File: src/rtl/useq_pkg.sv
package useq_pkg;

  localparam int UC_ADDR_W = 5;
  localparam int UC_LINES  = 8;
  localparam int UC_OPC_W  = 2;
  localparam int UC_WORD_W = UC_LINES + 2 + 3 + UC_ADDR_W;
  localparam int UC_DEPTH  = 2 ** UC_ADDR_W;

  typedef enum logic [2:0] {
    SEL_NONE = 3'd0,
    SEL_JUMP = 3'd1,
    SEL_ZERO = 3'd2,
    SEL_NEG  = 3'd3,
    SEL_F0   = 3'd4,
    SEL_F1   = 3'd5,
    SEL_MAP  = 3'd6,
    SEL_RSV  = 3'd7
  } sel_e;

  function automatic logic [UC_WORD_W-1:0] uw(input logic [UC_LINES-1:0] l,
                                               input logic [1:0] s,
                                               input sel_e c,
                                               input logic [UC_ADDR_W-1:0] a);
    return {l, s, c, a};
  endfunction

  // fetch at 0..4 ending in dispatch; one stub routine per opcode
  function automatic logic [UC_DEPTH*UC_WORD_W-1:0] default_ucode();
    logic [UC_DEPTH*UC_WORD_W-1:0] img;
    logic [UC_WORD_W-1:0] w;
    img = '0;
    for (int i = 0; i < UC_DEPTH; i++) begin
      case (i)
        0:       w = uw(8'h01, 2'b00, SEL_NONE, 5'd0);
        1:       w = uw(8'h06, 2'b00, SEL_NONE, 5'd0);
        2:       w = uw(8'h08, 2'b00, SEL_NONE, 5'd0);
        3:       w = uw(8'h10, 2'b00, SEL_NONE, 5'd0);
        4:       w = uw(8'h00, 2'b00, SEL_MAP,  5'd0);
        8:       w = uw(8'h20, 2'b00, SEL_JUMP, 5'd0);
        12:      w = uw(8'h40, 2'b00, SEL_JUMP, 5'd0);
        16:      w = uw(8'h80, 2'b00, SEL_JUMP, 5'd0);
        20:      w = uw(8'hC0, 2'b00, SEL_JUMP, 5'd0);
        default: w = uw(8'h00, 2'b00, SEL_JUMP, 5'd0);
      endcase
      img[i*UC_WORD_W +: UC_WORD_W] = w;
    end
    return img;
  endfunction

endpackage

File: src/rtl/useq_rom.sv
module useq_rom #(
  parameter int ADDR_W = 5,
  parameter int WORD_W = 18,
  parameter logic [(2**ADDR_W)*WORD_W-1:0] IMAGE = '0
) (
  input  logic [ADDR_W-1:0] addr_i,
  output logic [WORD_W-1:0] word_o
);
  localparam int DEPTH = 2 ** ADDR_W;

  logic [WORD_W-1:0] tbl [DEPTH];

  for (genvar g = 0; g < DEPTH; g++) begin : g_word
    assign tbl[g] = IMAGE[g*WORD_W +: WORD_W];
  end

  assign word_o = tbl[addr_i];
endmodule

File: src/rtl/useq_map.sv
module useq_map #(
  parameter int OPC_W     = 2,
  parameter int ADDR_W    = 5,
  parameter int MAP_BASE  = 8,
  parameter int MAP_SHIFT = 2
) (
  input  logic [OPC_W-1:0]  opcode_i,
  output logic [ADDR_W-1:0] start_o
);
  localparam logic [ADDR_W-1:0] BASE = ADDR_W'(MAP_BASE);

  assign start_o = BASE + (ADDR_W'(opcode_i) << MAP_SHIFT);
endmodule

File: src/rtl/useq_next.sv
module useq_next
  import useq_pkg::*;
#(
  parameter int ADDR_W = 5
) (
  input  logic [ADDR_W-1:0] car_i,
  input  sel_e              sel_i,
  input  logic [ADDR_W-1:0] branch_i,
  input  logic [ADDR_W-1:0] map_i,
  input  logic              zero_i,
  input  logic              neg_i,
  input  logic [1:0]        flag_i,
  output logic [ADDR_W-1:0] next_o
);
  logic taken;

  always_comb begin
    unique case (sel_i)
      SEL_JUMP: taken = 1'b1;
      SEL_ZERO: taken = zero_i;
      SEL_NEG:  taken = neg_i;
      SEL_F0:   taken = flag_i[0];
      SEL_F1:   taken = flag_i[1];
      default:  taken = 1'b0;
    endcase
  end

  always_comb begin
    if (sel_i == SEL_MAP) next_o = map_i;
    else if (taken)       next_o = branch_i;
    else                  next_o = car_i + 1'b1;
  end
endmodule

File: src/rtl/useq_lines.sv
module useq_lines #(
  parameter int N_LINES  = 8,
  parameter int FIELD_W  = 8,
  parameter bit VERTICAL = 1'b0
) (
  input  logic [FIELD_W-1:0] field_i,
  output logic [N_LINES-1:0] lines_o
);
  if (VERTICAL) begin : g_vert
    for (genvar k = 0; k < N_LINES; k++) begin : g_dec
      assign lines_o[k] = (field_i == FIELD_W'(k + 1));
    end
  end else begin : g_horz
    assign lines_o = N_LINES'(field_i);
  end
endmodule

File: src/rtl/useq_ctrl.sv
module useq_ctrl
  import useq_pkg::*;
#(
  parameter int ADDR_W    = UC_ADDR_W,
  parameter int N_LINES   = UC_LINES,
  parameter int OPC_W     = UC_OPC_W,
  parameter bit VERTICAL  = 1'b0,
  parameter int MAP_BASE  = 8,
  parameter int MAP_SHIFT = 2,
  parameter logic [(2**ADDR_W)*((VERTICAL ? $clog2(N_LINES+1) : N_LINES)+5+ADDR_W)-1:0]
    UCODE = default_ucode()
) (
  input  logic               clk_i,
  input  logic               rst_ni,
  input  logic [OPC_W-1:0]   opcode_i,
  input  logic               zero_i,
  input  logic               neg_i,
  input  logic [1:0]         sign_src_i,
  output logic [N_LINES-1:0] lines_o
);
  localparam int FIELD_W   = VERTICAL ? $clog2(N_LINES + 1) : N_LINES;
  localparam int SEL_LSB   = ADDR_W;
  localparam int SET_LSB   = ADDR_W + 3;
  localparam int FIELD_LSB = ADDR_W + 5;
  localparam int WORD_W    = FIELD_LSB + FIELD_W;

  logic [ADDR_W-1:0]  car_q, car_d;
  logic [WORD_W-1:0]  word;
  logic [ADDR_W-1:0]  baddr, map_addr;
  sel_e               sel;
  logic [1:0]         setf;
  logic [FIELD_W-1:0] field, field_q;
  logic [1:0]         flag_q;

  useq_rom #(.ADDR_W(ADDR_W), .WORD_W(WORD_W), .IMAGE(UCODE)) u_rom (
    .addr_i (car_q),
    .word_o (word)
  );

  assign baddr = word[ADDR_W-1:0];
  assign sel   = sel_e'(word[SEL_LSB +: 3]);
  assign setf  = word[SET_LSB +: 2];
  assign field = word[FIELD_LSB +: FIELD_W];

  useq_map #(.OPC_W(OPC_W), .ADDR_W(ADDR_W), .MAP_BASE(MAP_BASE),
             .MAP_SHIFT(MAP_SHIFT)) u_map (
    .opcode_i (opcode_i),
    .start_o  (map_addr)
  );

  // next address decided from the word being read, so no delay slot
  useq_next #(.ADDR_W(ADDR_W)) u_next (
    .car_i    (car_q),
    .sel_i    (sel),
    .branch_i (baddr),
    .map_i    (map_addr),
    .zero_i   (zero_i),
    .neg_i    (neg_i),
    .flag_i   (flag_q),
    .next_o   (car_d)
  );

  always_ff @(posedge clk_i or negedge rst_ni) begin
    if (!rst_ni) begin
      car_q   <= '0;
      field_q <= '0;
    end else begin
      car_q   <= car_d;
      field_q <= field;
    end
  end

  for (genvar k = 0; k < 2; k++) begin : g_flag
    always_ff @(posedge clk_i or negedge rst_ni) begin
      if (!rst_ni)      flag_q[k] <= 1'b0;
      else if (setf[k]) flag_q[k] <= sign_src_i[k];
    end
  end

  useq_lines #(.N_LINES(N_LINES), .FIELD_W(FIELD_W), .VERTICAL(VERTICAL)) u_lines (
    .field_i (field_q),
    .lines_o (lines_o)
  );


  buf_load_chk: assert property (@(posedge clk_i) disable iff (!rst_ni)
    rst_ni |=> field_q == $past(field));


  seq_step_chk: assert property (@(posedge clk_i) disable iff (!rst_ni)
    (sel == SEL_NONE || sel == SEL_RSV) |=> car_q == ADDR_W'($past(car_q) + 1'b1));


  jump_target_chk: assert property (@(posedge clk_i) disable iff (!rst_ni)
    sel == SEL_JUMP |=> car_q == $past(baddr));


  zero_false_chk: assert property (@(posedge clk_i) disable iff (!rst_ni)
    (sel == SEL_ZERO && !zero_i) |=> car_q == ADDR_W'($past(car_q) + 1'b1));


  dispatch_chk: assert property (@(posedge clk_i) disable iff (!rst_ni)
    sel == SEL_MAP |=> car_q == ADDR_W'(MAP_BASE + int'($past(opcode_i)) * (2 ** MAP_SHIFT)));


  flag_cap_chk: assert property (@(posedge clk_i) disable iff (!rst_ni)
    setf[0] |=> flag_q[0] == $past(sign_src_i[0]));


  flag_hold_chk: assert property (@(posedge clk_i) disable iff (!rst_ni)
    !setf[1] |=> $stable(flag_q[1]));

  if (VERTICAL) begin : g_vchk

    one_line_chk: assert property (@(posedge clk_i) disable iff (!rst_ni)
      $onehot0(lines_o));
  end
endmodule

File: config.mk
export PLATFORM = sky130hd
export DESIGN_NAME = useq_ctrl
export DESIGN_NICKNAME = d
export VERILOG_FILES = /design/src/rtl/useq_pkg.sv /design/src/rtl/useq_rom.sv /design/src/rtl/useq_map.sv /design/src/rtl/useq_next.sv /design/src/rtl/useq_lines.sv /design/src/rtl/useq_ctrl.sv
export SDC_FILE = /design/constraint.sdc
export NUM_CORES = 1
export LEC_CHECK = 0
export BUFFER_PORTS_ARGS = -buffer_cell sky130_fd_sc_hd__buf_2
export CAP_MARGIN = 25
export CORE_AREA = 3 3 40 42
export DETAILED_ROUTE_END_ITERATION = 6
export DIE_AREA = 0 0 43 45
export PLACE_DENSITY = 0.79
export SYNTH_ARGS = -nofsm -noshare
export SYNTH_HDL_FRONTEND = slang
export SYNTH_SLANG_ARGS = --single-unit
File: constraint.sdc
create_clock -name clk_i -period 1.5 [get_ports clk_i]
set_input_delay 0.225 -clock clk_i [delete_from_list [all_inputs] [get_ports clk_i]]
set_output_delay 0.225 -clock clk_i [all_outputs]
set_load 0.05 [all_outputs]
==> run summary, run 1 <==
For this run, the post-layout net count is 80. The final count of pins violating max slew came out at 0. For this run, the share of the core covered by cells in the final layout is 52.19%. The maximum vdd drop is 0.8241 mV. The synthesized netlist net count came out at 64. Dividing the detail-routed via count by the number of cells gives 5.025. The timing-limited maximum frequency came out at 716.7 MHz. The worst clock skew is 0.004329 ns. The largest fanout on the critical path is 3. The maximum cell stage delay along the critical path is 0.40 ns.

The insertion delay to the later sink of the worst-skew pair is 0.26 ns. The final routed wirelength across all metal layers is 898 µm. The average detailed-routed wire length per instance came out at 11.37 µm. The worst setup path is launched from a register.

The H-tree level count is 1. The run finished with clean final reports. In this run, distinct cell masters in the synthesized netlist total 18. The post-synthesis to final-layout area growth is 19.11%. The total clock buffers created by CTS came out at 3. Measured along the x axis, the die boundary spans 43 µm.

The top cell type by total area after synthesis is dfrtp_1. The critical path goes through ha_1 -> ha_1 -> nor3b_1 -> o31a_1. TritonCTS built the clock tree. For this design, the sink count on the clock tree is 12. The number of max-cap violations is 0. The summed instance area of the synthesized netlist is 563.0 µm². Headroom to the max-slew limit came out at 80.62%. The largest buffer count on any clock path is 2.

Setup repair after global routing left no endpoint under its margin. The power density of the placed cells came out at 2229 nW/µm². The placer congestion estimate is 0.7763. The final hold violation count is 0. Data on the critical path arrives at its endpoint at 1.55 ns. The proportion of netlist area held by the largest area contributor is 53.33%. For this block, the initial DRC count from the detailed router was 3.

For this design the top-level I/O count stands at 16. The y dimension of the die came out at 45 µm. The shortest clock period the worst path allows after layout came out at 1.395 ns.

The worst-margin pin slew is 0.2897 ns. The required time of the critical path is 1.65 ns. Summing over every cut layer, the via total after detailed routing is 397. The initial antenna violation count came out at 0.

The proportion of layout cells with a drive suffix above 1 came out at 28.13%. Once detail routing completed, the nets flagged for antenna violations numbered 0. The post-route DRC violation count came out at 0. Synthesis inferred 12 register bits. The standard-cell row count is 13.

The average footprint of a synthesized cell is 11.26 µm². The wire length of the first global-routing pass came out at 1524 µm. The slowest stage of the critical path is the dfrtp_1 cell.

Sorting the synthesized cells by area gives the leading types as dfrtp_1 (53%), ha_1 (13%), and2_1 (4.4%), and3_1 (4.4%), nor3_1 (2.7%). The number of setup violations in the final report is 0. The via count of the first global-routing pass was 369. The critical path is of the reg2reg type. The die covers 1935 µm². Once detailed placement completed, the half-perimeter wirelength came to 686.1 µm. The placeable core area came out at 1285 µm². In this run the worst hold path is classified as in2reg.

The repair_antennas step left the layout with diodes totalling 0. Clock tree synthesis selected as its root buffer the cell clkbuf_4. Clock-pin slew was measured on the worst setup and hold paths at 0.07 ns. The register area share after synthesis is 53.33%. The count of buffers from port buffering came out at 11.

The part of the cycle the worst path needs came out at 93.02%. For this design the static power due to leakage is 0.3647 nW. The aggregate negative setup slack came out at 0 ns. The effective utilization at floorplan is 43.82%. The total congestion overflow came out at 0. The post-synthesis cell count is 50. Counting stages on the worst path, the most repeated cell is ha_1.

Global routing used 11.22% of the available tracks. The count of TritonRoute iterations in the first routing pass came out at 2. The maximum number of pins on one net before global-route repair is 13. The Yosys warning count came out at 0. The worst setup path is captured at a register.
==> synth_stat cells <==
cell type and count:
o21ai_0 1, xor2_1 1, inv_1 3, dfrtp_1 12, nor3b_1 2, nand2_1 3, o31a_1 1, o31ai_1 1
and2_1 4, nand4_1 2, clkbuf_1 1, nand3b_1 1, and3_1 4, ha_1 6, nor2_1 2, xnor2_1 1
buf_4 2, nor3_1 3
==> critical path: cells and delay by family, from the launching register on <==
kind,cells,cell delay [ns]
and+or+nand+nor,1,0.06
AOI/OAI and AO/OA,1,0.30
adders and majority gates,2,0.54
DFF,1,0.40
==> power breakdown <==
part           internal [mW]  leakage, nW  total [mW]  switching, mW
logic                  0.296        0.191       0.825          0.529
clock network         0.0927       0.0138       0.187         0.0940
registers              0.427        0.160       0.483         0.0554
==> per-layer routing <==
metal  vias to the layer above  routed length (µm)  share of wire, %  track usage (%)
met5                         -                   0                 0                0
met4                         0                  25               2.8            10.84
met3                         4                  59               6.6            2.390
met2                        14                 456                51            18.26
met1                       181                 357                40            12.03
li1                        198                   -                 -                -
==> cells by family after synthesis <==
group | count (synthesis) | share of synthesized area [%]
adder cells (fa/ha/maj) | 6 | 13.33
buffers and inverters | 6 | 5.332
flip-flops | 12 | 53.33
AO/OA/AOI/OAI | 3 | 3.778
XOR/XNOR | 2 | 3.112
AND/OR/NAND/NOR | 21 | 21.11
==> layout make-up <==
| type | instances | area [µm²] |
|---|---|---|
| Tap cell | 15 | 18.77 |
| Sequential cell | 12 | 300.3 |
| Inverter | 3 | 11.26 |
| Fill cell | 124 | 614.3 |
| Multi-Input combinational cell | 32 | 237.7 |
| Timing Repair Buffer | 14 | 80.08 |
| Clock buffer | 3 | 22.52 |
==> through the flow <==
step           cells  total power, mW  hold WS, ns  cell area [µm²]  setup slack [ns]
6_report          79            1.495       0.2328            670.6            0.1047
5_1_grt           79            1.621       0.2502            670.6           0.02138
4_1_cts           79            1.492       0.2290            665.6           0.08718
3_5_place_dp      75            1.297       0.1102            633.1            0.1016
3_3_place_gp      75            1.263       0.1075            633.1            0.1342
2_1_floorplan     50            1.129     -0.07059            563.0            0.1784
==> flip-flops by register name, summed over array words and instances, names as in the netlist <==
signal   cells
car_q        5
field_q      7
==> placed cells by master (no fill, tap or decap), types with 2 or more instances in the layout <==
cell      instances
ha_2              2
nand2_1           3
clkbuf_4          3
ha_1              4
and2_1            4
buf_2            11
buf_4             2
dfrtp_1          12
nor2_1            2
nor3b_1           2
nor3_1            3
nand4_1           2
inv_1             3
and3_1            4
==> timing repair <==
| item | CTS | global route |
|---|---|---|
| hold endpoints to repair | 12 | 0 |
| buffers inserted | 0 | 0 |
| hold buffers | 1 | 0 |
| gates resized for setup | 0 | 2 |
| endpoints found under the setup margin | 0 | 3 |
==> worst paths after layout <==
kind / start / end / slack [ns] / cells past startpoint
hold reg to reg: car_q[3]$_DFF_PN0_ / field_q[7]$_DFF_PN0_ / 0.54 / 1
setup / recovery: car_q[0]$_DFF_PN0_ / car_q[2]$_DFF_PN0_ / 0.10 / 4
setup reg to reg: car_q[0]$_DFF_PN0_ / car_q[2]$_DFF_PN0_ / 0.10 / 4
min in group asynchronous: rst_ni / field_q[7]$_DFF_PN0_ / 0.35 / 2
max in group asynchronous: rst_ni / car_q[1]$_DFF_PN0_ / 0.94 / 2
hold / removal: opcode_i[1] / car_q[4]$_DFF_PN0_ / 0.23 / 3
Note: power is estimated with default switching activity, not from simulation.
==> run 2, diff against run 1 <==
--- a/config.mk
+++ b/config.mk
@@ -5,12 +5,13 @@
 export SDC_FILE = /design/constraint.sdc
 export NUM_CORES = 1
 export LEC_CHECK = 0
+export ABC_AREA = 1
 export BUFFER_PORTS_ARGS = -buffer_cell sky130_fd_sc_hd__buf_2
 export CAP_MARGIN = 25
 export CORE_AREA = 3 3 40 42
 export DETAILED_ROUTE_END_ITERATION = 6
 export DIE_AREA = 0 0 43 45
-export PLACE_DENSITY = 0.79
+export PLACE_DENSITY = 0.8
 export SYNTH_ARGS = -nofsm -noshare
 export SYNTH_HDL_FRONTEND = slang
 export SYNTH_SLANG_ARGS = --single-unit
==> constraint.sdc (replaced) <==
create_clock -name clk_i -period 1.6 [get_ports clk_i]
set_input_delay 0.24 -clock clk_i [delete_from_list [all_inputs] [get_ports clk_i]]
set_output_delay 0.24 -clock clk_i [all_outputs]
set_load 0.05 [all_outputs]
==> run summary, run 2 <==
The number of flip-flops in the largest register came out at 7 (unchanged). The count of TritonRoute iterations in the first routing pass came out at 4 (+2). The final count of pins violating max slew is 0 (unchanged). In the post-synthesis netlist, the biggest area contributors are dfrtp_1 (52%), ha_1 (13%), nand2_1 (11%), inv_1 (7.2%), nor2_1 (6.6%). The most common flop cell mapped by yosys is dfrtp_1. Leaving out fill and tap cells, the most frequent cell in the layout is nand2_1. The y dimension of the die came out at 45 µm (unchanged). The post-route met1 wirelength is 397 µm (+11%). The aggregate global-route resource usage came out at 12.39% (+1.2 points). Tracing the worst setup path back leads to its startpoint at car_q[0]$_DFF_PN0_.

The post-detailed-route via-to-cell ratio came out at 4.642 (-7.6%). The type of the worst min-delay path is in2reg. The count of pins on the block boundary is 16 (unchanged). The share of power burned in the clock network came out at 18.4% (+5.9 points). The part of the cycle the worst path needs is 83.97% (-9.1 points).

The worst clock skew was 0.001568 ns (-0.002761 ns). The number of nets in the layout came out at 95 (+19%). The placer congestion estimate came out at 0.8097 (+4.3%). The via count of the first global-routing pass came to 423 (+15%). The destination of the worst register-to-register timing path is car_q[0]$_DFF_PN0_. The clock-pin slew on the worst setup and hold paths is 0.08 ns (about the same). The number of inserted filler cells in the final layout is 124 (unchanged). The share of the synthesized area in compound gates (AO/OA/AOI/OAI) is 0.8734% (-2.9 points). STA classifies the critical path endpoint as a register.

TritonCTS built the clock tree. The overall die width came to 43 µm (unchanged). The number of setup violations in the final report is 0 (unchanged). field_q holds more flip-flops than any other register. The count of buffers from port buffering is 11 (unchanged). The simple-gate portion of the synthesized area came out at 24.45% (+3.3 points). The total congestion overflow came out at 0 (unchanged). The nature of the critical path startpoint is a register.

The average footprint of a synthesized cell was 8.816 µm² (-22%). The proportion of netlist area held by the largest area contributor came out at 52.40% (-0.93 points). The synthesized design spends more area on one cell type than any other, namely dfrtp_1. The timing-limited maximum frequency came out at 744.4 MHz (+3.9%).

The number of standard cells in the final layout excluding fillers was 95 (+20%). The worst-margin pin slew is 0.2638 ns (-0.02587 ns). The share of power burned in registers is 35.3% (+3.0 points). The count of flip-flops with a built-in enable after synthesis is 0 (unchanged).

The power density of the placed cells came to 1944 nW/µm² (-13%). The sum of met2 wire segment lengths after detailed routing came out at 528 µm (+16%). The register area share after synthesis came to 52.40% (-0.93 points). The maximum number of pins on one net before global-route repair is 13 (unchanged). The fraction of the mapped netlist area in adder cells came to 13.10% (-0.23 points). The placeable core area came to 1285 µm² (unchanged).

The xor and xnor fraction of the mapped netlist area came out at 0% (-3.1 points). The number of buffers inserted by post-CTS setup repair is 0 (unchanged). The effective utilization at floorplan came out at 44.60% (+0.78 points). The die footprint was 1935 µm² (unchanged). The cell count of the worst reg-to-reg path is 7 (+3). The final routed wirelength across all metal layers came out at 1040 µm (+16%). The count of different cell masters after synthesis is 13 (-5). The shortest clock period the worst path allows after layout came out at 1.343 ns (-0.05188 ns). The fraction of power spent switching nets is 46.85% (+1.4 points). The standard-cell row count came out at 13 (unchanged). The Yosys warning count was 0 (unchanged). In this run the most critical hold path is launched from opcode_i[0]. The synthesized netlist net count is 79 (+23%).

The detailed router used layers up to and including met4. The number of diodes added for antenna fixing is 0 (unchanged). The maximum vdd drop came out at 0.7441 mV (-9.7%). The number of flip-flops and latches in the synthesized netlist is 12 (unchanged).

The wire length on met3 came to 74 µm (+25%). The internal power contribution is 0.7085 mW (-13%). The average detailed-routed wire length per instance is 10.95 µm (-3.7%). The number of cells traversed by the worst hold path is 3 (unchanged).

The CTS sink count is 12 (unchanged). The critical path is of the reg2reg type. The post-synthesis to final-layout area growth came out at 19.65%.

The total number of vias came out at 441 (+11%). The final hold violation count is 0 (unchanged). Setup repair after global routing left no endpoint under its margin.

The total clock buffers created by CTS is 3 (unchanged). The number of resized instances in the post-cts repair step came out at 0 (unchanged). The post-route DRC violation count came out at 0 (unchanged). In the layout the commonest cells are nand2_1 (17), dfrtp_1 (12), inv_1 (11), buf_2 (11), nor2_1 (10). The insertion delay to the later sink of the worst-skew pair came out at 0.28 ns (+0.02 ns). The H-tree level count is 1 (unchanged). In this run the critical register-to-register path is launched from car_q[0]$_DFF_PN0_. The wire length of the first global-routing pass came to 1628 µm (+6.8%).

In the final layout, the registers with the most flip-flops are field_q x7, car_q x5. The proportion of layout cells with a drive suffix above 1 is 23.75% (-4.4 points). The relative max-transition margin came to 82.41% (+1.8 points). The summed instance area of the synthesized netlist came to 573.1 µm² (+1.8%).

The number of placed instances, taps included came out at 90 (+20%). The initial antenna violation count came to 0 (unchanged). The fraction of registers with async set or reset after synthesis came out at 100.0% (unchanged). The DRC marker count from the first detailed-route iteration is 7 (+4). The aggregate negative setup slack is 0 ns (unchanged). The switching power total came out at 0.6245 mW (-8.0%).

The post-synthesis cell count is 65 (+30%). CTS placed an instance of clkbuf_4 at the clock tree root. The combinational group share of total power came to 46.3% (-8.9 points). The worst min-delay path endpoint is car_q[2]$_DFF_PN0_.

The largest buffer count on any clock path came out at 2 (unchanged). The number of max-cap violations came out at 0 (unchanged). The data arrival at the endpoint of the critical path is 1.56 ns (about the same). Among all cell types in the netlist, the one instantiated most often is nand2_1. The multiplexer area fraction after synthesis came out at 0% (unchanged).

The required time of the critical path came out at 1.81 ns (+0.16 ns). The remaining number of nets flagged by the antenna check after routing came out at 0 (unchanged). After synthesis, the largest family of logic cells by area is simple AND/OR/NAND/NOR gates. The leakage dissipation is 0.4078 nW (+12%). The flow ran to the end, and the final reports show no timing, DRC or antenna violations. The worst-case register-to-register setup slack is 0.26 ns (+0.15 ns). The largest fanout on the critical path came to 6 (+3). In the synthesized netlist, the cells that appear most often are nand2_1 (17), dfrtp_1 (12), inv_1 (11), nor2_1 (10), ha_1 (6). The detailed placement HPWL is 761.9 µm (+11%).
==> run 2: changes by cell type after synthesis, moves of 2 or more <==
cell | before | now
nand2_1 | 3 | 17
inv_1 | 3 | 11
nor2_1 | 2 | 10
and2_1 | 4 | 0
and3_1 | 4 | 0
nor2_2 | 0 | 2
nor3_1 | 3 | 1
nor3b_1 | 2 | 0
==> run 2: final cells by class <==
type	instances	area (µm²)	share of cell area [%]
repair buffers	12	65.06	9.489
clock buffers	4	36.28	5.292
multi-input cells	40	220.2	32.12
flip-flops and latches	12	300.3	43.80
well taps	15	18.77	2.737
inverters	12	45.04	6.569
==> run 2: stage by stage <==
step                      util, %  worst slack [ns]  area [µm²]  hold slack (ns)  power, mW
after floorplan                 -            0.4166       573.1         -0.05559     0.9659
after global placement      49.76            0.3058       639.4           0.1232      1.068
after detailed placement    49.76            0.2671       639.4           0.1312      1.098
after CTS                   53.36            0.2518       685.7           0.1622      1.345
after global routing        53.36            0.1375       685.7           0.1729      1.435
final                       53.36            0.2565       685.7           0.1579      1.333
==> run 2: logic make-up after synthesis <==
group	after synthesis
flops	12
simple gates	33
compound gates	1
fa+ha+maj	6
buf+inv	13
==> run 2: repair_timing <==
action	4_1_cts	5_1_grt
endpoints found under the setup margin	0	0
hold buffers	1	0
hold endpoints to repair	12	0
==> run 2: routing by layer <==
metal | vias up | global-route usage, %
li1 | 220 | -
met1 | 197 | 11.00
met2 | 19 | 22.75
met3 | 5 | 3.586
met4 | 0 | 10.84
met5 | - | 0
==> run 2: critical path, stage by stage, from the launching register on <==
cell	delay (ns)
dfrtp_1	0.45
inv_1	0.11
ha_1	0.28
nand3_2	0.11
nand2_1	0.06
nor2_2	0.14
inv_2	0.05
nor2_1	0.08
==> run 2: how the worst max path moves through the flow <==
| stage | to | slack [ns] |
|---|---|---|
| after floorplan | car_q[0]$_DFF_PN0_ | 0.42 |
| after global placement | car_q[0]$_DFF_PN0_ | 0.31 |
| after detailed placement | car_q[1]$_DFF_PN0_ | 0.27 |
| after CTS | car_q[1]$_DFF_PN0_ | 0.25 |
| after global routing | car_q[3]$_DFF_PN0_ | 0.14 |
| final | car_q[0]$_DFF_PN0_ | 0.26 |
==> run 2: power groups by stage <==
| stage | clock (mW) | combinational [mW] | sequential (mW) |
|---|---|---|---|
| floorplan | 0 | 0.342 | 0.623 |
| global placement | 0 | 0.601 | 0.467 |
| detailed placement | 0 | 0.621 | 0.477 |
| CTS | 0.248 | 0.625 | 0.472 |
| global route | 0.265 | 0.686 | 0.483 |
| finish | 0.245 | 0.617 | 0.470 |
==> run 3, diff against run 2 <==
==> constraint.sdc (replaced) <==
create_clock -name clk_i -period 1.4 [get_ports clk_i]
set_input_delay 0.21 -clock clk_i [delete_from_list [all_inputs] [get_ports clk_i]]
set_output_delay 0.21 -clock clk_i [all_outputs]
set_load 0.05 [all_outputs]
==> run summary, run 3 (synthesized netlist as in run 2, its figures left out) <==
The worst-case register-to-register setup slack is 0.15 ns (-0.11 ns). The maximum vdd drop came to 0.8299 mV (+12%). The multi-input combinational cell area is 222.7 µm² (+1.1%). The TritonCTS clock tree is yes. The aggregate negative setup slack was 0 ns (unchanged). The H-tree level count is 1 (unchanged). Setup repair after global routing left no endpoint under its margin.

Traced cell by cell, the critical path runs through inv_1 -> ha_1 -> inv_1 -> nand2_1 -> nor2_1 -> nor2_2 -> inv_2 -> nor2_1. The CTS sink count came to 12 (unchanged). The timing-limited maximum frequency is 798.5 MHz (+7.3%). The startpoint identified for the worst hold timing path is opcode_i[0]. The worst-margin pin slew was 0.2656 ns (+0.001732 ns). The worst clock skew came out at 0.0009090 ns (-0.0006589 ns).

The DRC marker count from the first detailed-route iteration is 5 (-2). The part of the cycle the worst path needs came to 89.45% (+5.5 points). The y dimension of the die came out at 45 µm (unchanged). The flow ran to the end, and the final reports show no timing, DRC or antenna violations. The overall die width came out at 43 µm (unchanged). The detailed placement HPWL was 747.1 µm (-1.9%). STA classifies the critical path endpoint as a register. The count of TritonRoute iterations in the first routing pass is 4 (unchanged).

The number of setup violations in the final report came out at 0 (unchanged). The met1 capacity usage during global routing is 11.47% (+0.47 points). The count of buffers from port buffering is 11 (unchanged).

The initial antenna violation count came out at 0 (unchanged). The post-route DRC violation count came out at 0 (unchanged). The proportion of layout cells with a drive suffix above 1 came out at 26.25% (+2.5 points).

The global routing usage on met2 is 21.86% (-0.90 points). The total congestion overflow came out at 0 (unchanged). Clock tree synthesis selected as its root buffer the cell clkbuf_4.

The total number of vias is 429 (-2.7%). The effective utilization at floorplan was 44.60% (unchanged). The die footprint is 1935 µm² (unchanged). The standard-cell row count is 13 (unchanged). The number of standard cells in the final layout excluding fillers is 95 (unchanged). The top cell types in the final layout, fill and taps aside, are nand2_1 (17), inv_1 (11), dfrtp_1 (11), buf_2 (11), nor2_1 (10). The number of inserted filler cells in the final layout came out at 118 (-4.8%). The placeable core area came out at 1285 µm² (unchanged).

The relative max-transition margin came out at 82.30% (-0.12 points). The maximum cell stage delay along the critical path is 0.45 ns (about the same). The number of nets in the layout is 95 (unchanged). The kind of critical path is reg2reg. The final hold violation count came to 0 (unchanged). The placer congestion estimate came to 0.8123 (+0.32%).

The wire length of the first global-routing pass is 1607 µm (-1.3%). The slowest stage of the critical path is the dfrtp_2 cell. The aggregate global-route resource usage came to 11.79% (-0.60 points). The number of flip-flops in the largest register was 7 (unchanged). The largest register by flop count is field_q. After global routing, the most crowded layer is met2.

The worst register-to-register path begins at car_q[0]$_DFF_PN0_. The power density of the placed cells came out at 2206 nW/µm² (+13%). The via count of the first global-routing pass is 404 (-4.5%).

The area occupied by registers was 301.5 µm² (+0.42%). The total clock buffers created by CTS is 3 (unchanged). The largest fanout on the critical path is 6 (unchanged). The leakage dissipation is 0.4054 nW (-0.61%). The remaining number of nets flagged by the antenna check after routing came out at 0 (unchanged). The average detailed-routed wire length per instance came to 10.52 µm (-3.9%). The fraction of met3 tracks used by global routing came out at 2.390% (-1.2 points). The post-detailed-route via-to-cell ratio was 4.516 (-2.7%). The data arrival at the endpoint of the critical path was 1.46 ns (-0.10 ns). The largest buffer count on any clock path came out at 2 (unchanged). In this run the worst hold path is classified as in2reg. The largest registers in the layout are field_q x7, car_q x5. The clock-pin slew on the worst setup and hold paths is 0.07 ns (about the same). The maximum number of pins on one net before global-route repair came out at 13 (unchanged). The final routed wirelength across all metal layers was 999 µm (-3.9%). The shortest clock period the worst path allows after layout came out at 1.252 ns (-0.09109 ns).

The required time of the critical path came out at 1.61 ns (-0.20 ns). The cell count of the worst reg-to-reg path was 8 (+1). The number of diodes added for antenna fixing is 0 (unchanged).

The final count of pins violating max slew is 0 (unchanged). The number of placed instances, taps included is 90 (unchanged). The number of cells traversed by the worst hold path is 3 (unchanged). The post-synthesis to final-layout area growth is 20.31%. The insertion delay to the later sink of the worst-skew pair came to 0.27 ns (about the same).

The count of pins on the block boundary is 16 (unchanged). Leaving out fill and tap cells, the most frequent cell in the layout is nand2_1. The worst min-delay path endpoint is car_q[2]$_DFF_PN0_. The destination of the worst register-to-register timing path is car_q[0]$_DFF_PN0_. The number of max-cap violations came to 0 (unchanged).

The nature of the critical path startpoint is a register.
==> run 3: cell counts in the layout (fill, tap and decap cells not counted) <==
Identical to the previous run, type by type.
==> run 3: how the worst max path moves through the flow <==
stage          cells after the start                from                  to  slack (ns)
5_1_grt                            8  car_q[0]$_DFF_PN0_  car_q[0]$_DFF_PN0_       0.008
2_1_floorplan                      7  car_q[0]$_DFF_PN0_  car_q[0]$_DFF_PN0_        0.22
6_report                           8  car_q[0]$_DFF_PN0_  car_q[0]$_DFF_PN0_        0.15
3_5_place_dp                       7  car_q[0]$_DFF_PN0_  car_q[0]$_DFF_PN0_        0.07
3_3_place_gp                       7  car_q[0]$_DFF_PN0_  car_q[0]$_DFF_PN0_        0.11
4_1_cts                            7  car_q[0]$_DFF_PN0_  car_q[0]$_DFF_PN0_        0.05
==> run 3: area by class of cell <==
class / instances / area share (%)
tap: 15 / 2.722
timing repair buffer: 12 / 9.437
multi-input combinational: 40 / 32.30
clock buffer: 4 / 5.263
inverter: 12 / 6.534
sequential: 12 / 43.74
==> run 3: worst max-delay path, delay by kind of cell, from the launching register on <==
| family | cells | cell delay (ns) |
|---|---|---|
| AND/OR/NAND/NOR | 4 | 0.34 |
| flip-flops | 1 | 0.45 |
| adder cells (fa/ha/maj) | 1 | 0.19 |
| buffers and inverters | 3 | 0.22 |
==> run 3: routing by layer <==
| layer | up-vias | wire [µm] | part of all wire (%) |
|---|---|---|---|
| li1 | 219 | - | - |
| met1 | 192 | 379 | 38 |
| met2 | 14 | 528 | 53 |
| met3 | 4 | 56 | 5.6 |
| met4 | 0 | 35 | 3.5 |
| met5 | - | 0 | 0 |
==> run 3: power by group <==
part / internal (mW) / total (mW) / switching, mW / leakage [nW]
Clock: 0.158 / 0.275 / 0.117 / 0.0210
Combinational: 0.206 / 0.708 / 0.501 / 0.226
Sequential: 0.454 / 0.538 / 0.0842 / 0.158
Total: 0.818 / 1.52 / 0.703 / 0.405
==> run 3: timing repair <==
item	4_1_cts	5_1_grt
buffers inserted	0	0
hold buffers	1	0
setup endpoints to repair	0	4
hold endpoints to repair	12	0
gates resized for setup	0	2
==> run 3: stage by stage <==
step / hold WS, ns / power (mW) / utilization (%) / setup WS (ns) / cell area (µm²)
after floorplan: -0.08559 / 1.104 / - / 0.2166 / 573.1
after global placement: 0.09318 / 1.220 / 49.76 / 0.1058 / 639.4
after detailed placement: 0.1011 / 1.249 / 49.76 / 0.06687 / 639.4
after CTS: 0.1327 / 1.533 / 53.36 / 0.04916 / 685.7
after global routing: 0.1525 / 1.643 / 53.65 / 0.008129 / 689.4
final: 0.1345 / 1.521 / 53.65 / 0.1476 / 689.4
